## src/rtl/fbd_pkg.sv

```systemverilog
package fbd_pkg;
  typedef enum logic [1:0] {
    SEG_N0 = 2'd0,
    SEG_UP = 2'd1,
    SEG_N1 = 2'd2,
    SEG_DN = 2'd3
  } seg_e;
endpackage

```

## src/rtl/fbd_cfg.sv

```systemverilog
module fbd_cfg #(
  parameter int unsigned W     = 8,
  parameter int unsigned DEF_N = 10,
  parameter int unsigned DEF_A = 1
) (
  input  logic         clk_i,
  input  logic         rst_ni,
  input  logic         load_i,
  input  logic [W-1:0] n_i,
  input  logic [W-1:0] a_i,
  output logic [W-1:0] n_o,
  output logic [W-1:0] a_o
);
  localparam int unsigned MAX_N = ((2**W - 1) * 4) / 5;
  localparam logic [W-1:0] MAX_NV = W'(MAX_N);
  localparam logic [W-1:0] MIN_NV = W'(4);

  logic [W-1:0] n_c, a_c, a_max;

  always_comb begin
    if (n_i < MIN_NV)       n_c = MIN_NV;
    else if (n_i > MAX_NV)  n_c = MAX_NV;
    else                    n_c = n_i;
    a_max = n_c >> 2;
    if (a_i == '0)          a_c = W'(1);
    else if (a_i > a_max)   a_c = a_max;
    else                    a_c = a_i;
  end

  always_ff @(posedge clk_i or negedge rst_ni) begin
    if (!rst_ni) begin
      n_o <= W'(DEF_N);
      a_o <= W'(DEF_A);
    end else if (load_i) begin
      n_o <= n_c;
      a_o <= a_c;
    end
  end
endmodule

```

## src/rtl/fbd_var_div.sv

```systemverilog
module fbd_var_div
  import fbd_pkg::*;
#(
  parameter int unsigned W = 8
) (
  input  logic         clk_i,
  input  logic         rst_ni,
  input  logic [W-1:0] n_i,
  input  logic [W-1:0] a_i,
  output seg_e         seg_o,
  output logic [W-1:0] cnt_o,
  output logic         seq_end_o,
  output logic         sq_o
);
  seg_e         seg_q;
  logic [W-1:0] cnt_q, ratio, last_cnt;
  logic         last;

  always_comb begin
    unique case (seg_q)
      SEG_UP:  ratio = n_i + a_i;
      SEG_DN:  ratio = n_i - a_i;
      default: ratio = n_i;
    endcase
    last_cnt = ratio - W'(1);
    last     = (cnt_q == last_cnt);
  end

  always_ff @(posedge clk_i or negedge rst_ni) begin
    if (!rst_ni) begin
      seg_q <= SEG_N0;
      cnt_q <= '0;
    end else if (last) begin
      seg_q <= seg_e'(seg_q + 2'd1);
      cnt_q <= '0;
    end else begin
      cnt_q <= cnt_q + W'(1);
    end
  end

  assign seg_o     = seg_q;
  assign cnt_o     = cnt_q;
  assign seq_end_o = last && (seg_q == SEG_DN);
  assign sq_o      = (cnt_q < (ratio >> 1));
endmodule

```

## src/rtl/fbd_fix_div.sv

```systemverilog
module fbd_fix_div #(
  parameter int unsigned W = 8
) (
  input  logic         clk_i,
  input  logic         rst_ni,
  input  logic [W-1:0] n_i,
  output logic [W-1:0] cnt_o,
  output logic         sq_o
);
  logic [W-1:0] cnt_q, last_cnt;

  assign last_cnt = n_i - W'(1);

  always_ff @(posedge clk_i or negedge rst_ni) begin
    if (!rst_ni)                cnt_q <= '0;
    else if (cnt_q == last_cnt) cnt_q <= '0;
    else                        cnt_q <= cnt_q + W'(1);
  end

  assign cnt_o = cnt_q;
  assign sq_o  = (cnt_q < (n_i >> 1));
endmodule

```

## src/rtl/fbd_path_sel.sv

```systemverilog
module fbd_path_sel (
  input  logic clk_i,
  input  logic rst_ni,
  input  logic sync_clk_i,
  input  logic label_i,
  input  logic window_i,
  input  logic sq_fix_i,
  input  logic sq_var_i,
  output logic sync_q_o,
  output logic sel_o,
  output logic fb_o
);
  logic sync_q, sel_q, fb_q, sync_fall;

  assign sync_fall = sync_q & ~sync_clk_i;

  always_ff @(posedge clk_i or negedge rst_ni) begin
    if (!rst_ni) begin
      sync_q <= 1'b0;
      sel_q  <= 1'b0;
      fb_q   <= 1'b0;
    end else begin
      sync_q <= sync_clk_i;
      // label is retimed only inside the aligned window
      if (sync_fall && window_i) sel_q <= label_i;
      fb_q <= sel_q ? sq_var_i : sq_fix_i;
    end
  end

  assign sync_q_o = sync_q;
  assign sel_o    = sel_q;
  assign fb_o     = fb_q;
endmodule

```

## src/rtl/fbd_smooth_div.sv

```systemverilog
module fbd_smooth_div
  import fbd_pkg::*;
#(
  parameter int unsigned W     = 8,
  parameter int unsigned DEF_N = 10,
  parameter int unsigned DEF_A = 1
) (
  input  logic         clk_i,
  input  logic         rst_ni,
  input  logic         sync_clk_i,
  input  logic         label_i,
  input  logic [W-1:0] ratio_n_i,
  input  logic [W-1:0] depth_a_i,
  output logic         fb_o,
  output logic         mod_o
);
  logic [W-1:0] n_w, a_w, cnt_v_w, cnt_f_w;
  seg_e         seg_w;
  logic         seq_end_w, sq_v_w, sq_f_w, sync_q_w, window_w;

  fbd_cfg #(.W(W), .DEF_N(DEF_N), .DEF_A(DEF_A)) u_cfg (
    .clk_i  (clk_i),
    .rst_ni (rst_ni),
    .load_i (seq_end_w),
    .n_i    (ratio_n_i),
    .a_i    (depth_a_i),
    .n_o    (n_w),
    .a_o    (a_w)
  );

  fbd_var_div #(.W(W)) u_var (
    .clk_i     (clk_i),
    .rst_ni    (rst_ni),
    .n_i       (n_w),
    .a_i       (a_w),
    .seg_o     (seg_w),
    .cnt_o     (cnt_v_w),
    .seq_end_o (seq_end_w),
    .sq_o      (sq_v_w)
  );

  fbd_fix_div #(.W(W)) u_fix (
    .clk_i  (clk_i),
    .rst_ni (rst_ni),
    .n_i    (n_w),
    .cnt_o  (cnt_f_w),
    .sq_o   (sq_f_w)
  );

  assign window_w = (seg_w == SEG_N0);

  fbd_path_sel u_sel (
    .clk_i      (clk_i),
    .rst_ni     (rst_ni),
    .sync_clk_i (sync_clk_i),
    .label_i    (label_i),
    .window_i   (window_w),
    .sq_fix_i   (sq_f_w),
    .sq_var_i   (sq_v_w),
    .sync_q_o   (sync_q_w),
    .sel_o      (mod_o),
    .fb_o       (fb_o)
  );
endmodule

```

## config.mk

```make
export PLATFORM = sky130hd
export DESIGN_NAME = fbd_smooth_div
export DESIGN_NICKNAME = d
export VERILOG_FILES = /design/src/rtl/fbd_pkg.sv /design/src/rtl/fbd_cfg.sv /design/src/rtl/fbd_var_div.sv /design/src/rtl/fbd_fix_div.sv /design/src/rtl/fbd_path_sel.sv /design/src/rtl/fbd_smooth_div.sv
export SDC_FILE = /design/constraint.sdc
export NUM_CORES = 1
export LEC_CHECK = 0
export BUFFER_PORTS_ARGS = -buffer_cell sky130_fd_sc_hd__clkbuf_2
export CAP_MARGIN = 20
export CORE_MARGIN = 5
export CORE_UTILIZATION = 55
export CTS_BUF_LIST = sky130_fd_sc_hd__clkbuf_8 sky130_fd_sc_hd__clkbuf_16
export CTS_CLUSTER_DIAMETER = 40
export DETAILED_ROUTE_END_ITERATION = 8
export PLACE_DENSITY_LB_ADDON = 0.05
export SLEW_MARGIN = 20
export SYNTH_ARGS = -nofsm -noshare
export SYNTH_HDL_FRONTEND = slang
export SYNTH_SLANG_ARGS = --single-unit
```

## constraint.sdc

```tcl
create_clock -name clk_i -period 3.8 [get_ports clk_i]
set_input_delay 0.57 -clock clk_i [delete_from_list [all_inputs] [get_ports clk_i]]
set_output_delay 0.57 -clock clk_i [all_outputs]
set_load 0.005 [all_outputs]
```

Word level (Yosys, flattened, before mapping)
Cells that the tools add are included.

Add/sub/neg operators: 7. Multiply operators: 0. Divide/modulo/power cells: 0. Magnitude comparators: 5. Equal/unequal tests: 4. Shift operators: 0. Muxes and demuxes: 8. Bitwise logic cells: 2. Reductions and logical operators: 4.

Operators with widths (count): 2-to-1 mux 8 bit (6); adder 8 x 1 -> 8 bit (second input constant) (2); == test 8 bit (2); less-than comparator 8 x 7 -> 1 bit (2); case mux 8 bit (2 select lines) (1); subtractor 8 x 1 -> 8 bit (second input constant) (2); adder 8 bit (1); greater-than comparator 8 x 6 -> 1 bit (1); greater-than comparator 8 bit (second input constant) (1); logical NOT 8 bit (1); less-than comparator 8 x 3 -> 1 bit (second input constant) (1); subtractor 8 bit (1); adder 2 x 1 -> 2 bit (second input constant) (1); == test 2 x 1 -> 1 bit (second input constant) (1); == test 2 bit (second input constant) (1); logical AND 1 bit (2); logical NOT 2 bit (1); bitwise AND 1 bit (1); 2-to-1 mux 1 bit (1); NOT 1 bit (1).

Flip-flop bits (word level): 37. Latch bits: 0. RAM bits: 0. Memory bits (read-only): 0. Input port bits: 20. Output and inout port bits: 2. Memories: 0.

Logic depth before layout (Yosys ltp)
Depth after elaboration: 6. Mapped depth: 16. Mapped depth without buffers: 16.

Hierarchy
From an unflattened synthesis, not the netlist that was laid out.

Cells, all modules: 362. Area total of the unflattened synthesis: 3253.1 µm².

By module, submodules not included: fbd_var_div (instances 1, cells each 171, area each 1431.4 µm², seq. area each 250.2 µm²); fbd_cfg (instances 1, cells each 98, area each 932.1 µm², seq. area each 404.1 µm²); fbd_fix_div (instances 1, cells each 86, area each 764.5 µm², seq. area each 200.2 µm²); fbd_path_sel (instances 1, cells each 6, area each 121.4 µm², seq. area each 75.1 µm²); fbd_smooth_div (instances 1, cells each 1, area each 3.8 µm², seq. area each 0.0 µm²).

Least setup slack after synthesis
Ideal clock, no wire load.

Path type: flip-flop to flip-flop. From: register u_var.seg_q[0] (netlist: u_var.seg_o[0]). To: register u_cfg.a_o[1]. Data arrival time: 3.593 ns. Data required time: 3.675 ns. Slack: 0.082 ns. Stages on the path, launching flop included: 15. Clock period less this slack: 3.718 ns. Cells stage by stage: dfrtp_1 > ha_1 > clkbuf_1 > mux2_2 > inv_1 > ha_1 > nor2b_1 > o31a_1 > or3_1 > a31oi_4 > xor2_1 > xnor2_1 > nand4_1 > nor3b_4 > mux2_2.

Longest elaborated chain between the ends: 5. Elaborated cells on any way between the ends: 6. Those cells by class: add/sub (1); eq/ne (3); mux (1); reduce/logical (1).

RTL lines: from (decl) (RTL line fbd_var_div.sv:15) `seg_e seg_q;`; from (signal assigned) (RTL line fbd_var_div.sv:34) `seg_q <= seg_e'(seg_q + 2'd1);`; == test 2 bit / == test 2 x 1 -> 1 bit (equally long branches) (RTL line fbd_var_div.sv:20, fbd_var_div.sv:43); case mux 8 bit (2 select lines) (RTL line fbd_var_div.sv:20) `unique case (seg_q)`; subtractor 8 x 1 -> 8 bit (RTL line fbd_var_div.sv:25) `last_cnt = ratio - W'(1);`; == test 8 bit (RTL line fbd_var_div.sv:26) `last = (cnt_q == last_cnt);`; logical AND 1 bit * (RTL line fbd_var_div.sv:43) `assign seq_end_o = last && (seg_q == SEG_DN);`; to (signal assigned) (RTL line fbd_cfg.sv:33) `a_o <= W'(DEF_A);`; to (decl) (RTL line fbd_cfg.sv:12) `output logic [W-1:0] a_o`.

Every way passes the cells marked *; elsewhere a longest branch is shown, timed or not. A chain may end at the register's enable or synchronous reset.

Worst setup path in the final report
From: register u_cfg.a_o[0]. To: register u_cfg.n_o[6].

Longest elaborated chain between the ends: 5. Elaborated cells on any way between the ends: 6. Those cells by class: add/sub (3); eq/ne (1); mux (1); reduce/logical (1).

RTL lines: subtractor 8 bit / adder 8 bit (equally long branches) (RTL line fbd_var_div.sv:22, fbd_var_div.sv:21); case mux 8 bit (2 select lines) * (RTL line fbd_var_div.sv:20); subtractor 8 x 1 -> 8 bit * (RTL line fbd_var_div.sv:25); == test 8 bit * (RTL line fbd_var_div.sv:26); logical AND 1 bit * (RTL line fbd_var_div.sv:43); to (signal assigned) (RTL line fbd_cfg.sv:32) `n_o <= W'(DEF_N);`; to (signal assigned) (RTL line fbd_cfg.sv:35) `n_o <= n_c;`; to (decl) (RTL line fbd_cfg.sv:11) `output logic [W-1:0] n_o,`.

Marks and branches as above.

==> flow_metrics.py <==
metrics = {
    "placed_design": {
        "port_buffers": 21,
        "routabilityCongestion": 0.861,
        "place_area_um2": 3330,
        "dp_hpwl_um": 5110,
    },
    "timing": {
        "fin_crit_ns": 3.80,
        "rsz0062_at_grt": "yes",
        "max_freq_mhz": 263,
        "worst_pin_slew_ns": 0.940,
        "max_slew_margin": 0.373,
        "whs_ns": 0.403,
        "setup_violations": 0,
        "finalClockSkew_ns": 0.00542,
        "finalMaxSlewViolations": 0,
        "finalHoldViolCount": 0,
        "finalCritPeriodShare": 1.00,
    },
    "layout": {
        "syn_to_final_growth_pct": 20.4,
        "most-common-layout-cells": "nor2_1 (41), dfrtp_1 (34), ha_1 (30)",
        "fillCellCount": 478,
        "diodes": 0,
        "drive_above_1_share": 0.237,
        "layout_commonest_cell": "nor2_1",
        "nets": 441,
        "stdcell_area_um2": 3710,
    },
    "global_routing": {
        "grt_most_used_layer": "met1",
        "met1_usage": 0.303,
        "grt_max_degree": 38,
        "grt_usage": 0.203,
        "first_global_vias": 2407,
        "antenna_found_initial": 0,
        "gr-usage-met3": 0.0369,
        "grt_use_met2": 0.302,
        "overflow": 0,
        "grt_first_pass_wirelength_um": 11800,
    },
    "cts": {
        "clk-insertion-delay-late_ns": 0.29,
        "cts_num_sinks": 37,
        "root_buffer": "clkbuf_8",
        "clkTransAtPathRegs_ns": 0.07,
        "cts_made_buffers": 5,
        "ctsHtreeMaxLevel": 2,
        "cts_tree": "built",
        "cts_buffer_depth": 2,
        "cts_hold_buf": 0,
    },
    "power": {
        "p_sw_mw": 0.181,
        "clkPwrFrac": 0.363,
        "power_frac_comb": 0.091,
        "vdd_drop_max_v": 0.000160,
        "p_leak_nw": 1.77,
        "p_per_area_nw_per_um2": 197,
        "sw_frac_of_total": 0.248,
        "internal_power_mw": 0.550,
        "power_frac_seq": 0.547,
    },
    "setup_path": {
        "crit_path_end_kind": "flip-flop",
        "crit_start": "u_cfg.a_o[0]$_DFFE_PN1P_",
        "r2r-start": "u_cfg.a_o[0]$_DFFE_PN1P_",
        "critical_path_arrival_ns": 3.98,
        "worst_r2r_path_depth": 17,
        "reg2reg_to": "u_cfg.n_o[6]$_DFFE_PN0P_",
        "cp_max_fo": 6,
        "worstSetupPathType": "reg -> reg",
        "reg2reg_slack_ns": 0.0006,
        "worst_setup_path_start_kind": "flip-flop",
        "required_ns": 3.98,
    },
    "floorplan": {
        "die-height_um": 84.8,
        "dieArea_um2": 7190,
        "rows": 27,
        "die_w_um": 84.8,
        "start_util": 0.562,
        "fp.coreArea_um2": 5470,
        "io_pins": 22,
    },
    "routing": {
        "num_vias": 2507,
        "drt-initial-drc-count": 115,
        "drc_errors": 0,
        "wl_per_cell_um": 15.1,
        "ant_nets": 0,
        "dr.pass1.iters": 4,
        "viasPerCell": 5.45,
        "routed_wl_um": 6960,
    },
    "logic_synthesis": {
        "synth_edf_count": 0,
        "ys_ff_latch": 37,
        "yosys_warnings": 0,
        "synth_area_um2": 3080,
        "synth_async_sr_flop_share": 1.00,
        "synth_nets": 395,
        "netlist.area_leader.share": 0.276,
        "synth.avg_cell_area_um2": 9.03,
        "yosys-top-cells-area": "dfrtp_1 (28%), ha_1 (13%), xnor2_1 (7.4%), xor2_1 (6.0%), nor2_1 (5.1%)",
        "synthFlopType": "dfrtp_1",
        "synth_cell_types": 47,
        "yosysSeqAreaShare": 0.302,
        "synthCells": 341,
        "synth_area_leader_cell": "dfrtp_1",
    },
    "min_path": {
        "hold_path_depth": 1,
        "hold_path_end": "u_sel.sync_q_o$_DFF_PN0_",
        "min_path_type": "in -> reg",
        "hold_start": "sync_clk_i",
    },
    "run_status": {
        "outcome": "complete, no violations",
    },
    "job": {
        "drv_cap": 0,
    },
}
[sequential cells by signal, indices dropped and copies added (netlist names)]
| name | flops |
|---|---|
| u_cfg.a_o | 8 |
| u_sel.sync_q_o | 1 |
| u_cfg.n_o | 8 |
| u_sel.sel_o | 1 |
| u_var.cnt_o | 8 |
| u_fix.cnt_o | 8 |
| u_var.seg_o | 2 |
| u_sel.fb_o | 1 |
[Yosys cell counts (2+ instances only)]
master	instances
dfstp_2	3
o211ai_1	2
nor2b_1	7
nor4_1	4
or2_2	2
a21o_1	3
clkbuf_1	5
a21oi_1	11
mux2i_1	12
nand2b_1	5
a21boi_0	2
ha_1	33
nand3_1	14
a211oi_1	2
inv_1	21
o21ai_0	14
and3_1	6
o2bb2ai_1	2
mux2_2	12
o31a_1	2
or3_1	3
xnor2_1	26
nor2_1	42
nand2_1	16
dfrtp_1	34
nor3_1	7
xor2_1	21
o22ai_1	2
nand4_1	6
o21a_1	5
[stage by stage]
step | instances | setup slack [ns] | util | power [mW] | TNS [ns]
2_1_floorplan | 341 | 0.0820 | - | 0.439 | 0
3_3_place_gp | 437 | -0.0161 | 0.608 | 0.472 | -0.0954
3_5_place_dp | 437 | -0.0454 | 0.608 | 0.473 | -0.253
4_1_cts | 454 | -0.0244 | 0.647 | 0.740 | -0.104
5_1_grt | 460 | -0.156 | 0.677 | 0.770 | -1.96
6_report | 460 | 0.000564 | 0.677 | 0.731 | 0
[power groups by stage]
stage / combinational (mW) / sequential (mW) / clock, mW
2_1_floorplan: 0.0320 / 0.407 / 0
6_report: 0.0663 / 0.400 / 0.265
5_1_grt: 0.0758 / 0.400 / 0.294
3_5_place_dp: 0.0653 / 0.407 / 0
4_1_cts: 0.0660 / 0.400 / 0.275
3_3_place_gp: 0.0649 / 0.407 / 0
[layer usage]
metal / routed length [um] / vias up
met4: 76 / 0
met5: 0 / -
met2: 3240 / 29
li1: - / 1271
met1: 3460 / 1200
met3: 176 / 7
[what timing repair did]
| item | CTS | global route |
|---|---|---|
| pin swaps | 7 | 16 |
| endpoints found under the setup margin | 6 | 26 |
| resized for setup | 12 | 26 |
| buffers inserted | 8 | 8 |
| cloned | 1 | 0 |
| hold endpoints to repair | 0 | 0 |
[cells by family (layout without fill, tap and decap cells)]
kind of cell,after synthesis,after routing,share of synthesized area
xor+xnor,47,47,0.134
buf+inv,29,76,0.0382
compound gates,53,53,0.115
fa+ha+maj,34,34,0.141
simple gates,117,117,0.187
mux,24,24,0.0829
flops,37,37,0.302
[worst max-delay path by stage]
stage	slack [ns]	endpoint	depth (start not counted)
finish	0.0006	u_cfg.n_o[6]$_DFFE_PN0P_	17
global route	-0.16	u_cfg.n_o[6]$_DFFE_PN0P_	17
CTS	-0.02	u_cfg.a_o[5]$_DFFE_PN0P_	16
detailed placement	-0.05	u_cfg.a_o[2]$_DFFE_PN0P_	15
global placement	-0.02	u_cfg.a_o[1]$_DFFE_PN0P_	16
floorplan	0.08	u_cfg.a_o[1]$_DFFE_PN0P_	14
[area by class of cell]
class	count	area (um^2)	share of cell area
Multi-Input combinational cell	275	2170	0.587
Clock inverter	3	13.8	0.00371
Clock buffer	5	68.8	0.0186
Inverter	21	81.3	0.0219
Sequential cell	37	930	0.251
Tap cell	72	90.1	0.0243
Timing Repair Buffer	47	348	0.0939
[worst max-delay path: stages (launching register included)]
cell	delay, ns
dfstp_2	0.54
inv_2	0.05
ha_4	0.20
mux2_4	0.30
fa_1	0.41
nand2b_1	0.19
a21boi_1	0.21
o21ai_0	0.13
a31oi_2	0.18
buf_4	0.16
nand4_1	0.15
xnor2_2	0.20
xnor2_2	0.30
nor3b_4	0.08
buf_4	0.16
buf_16	0.13
buf_8	0.12
mux2i_4	0.17
Note: power is estimated with default switching activity, not from simulation.
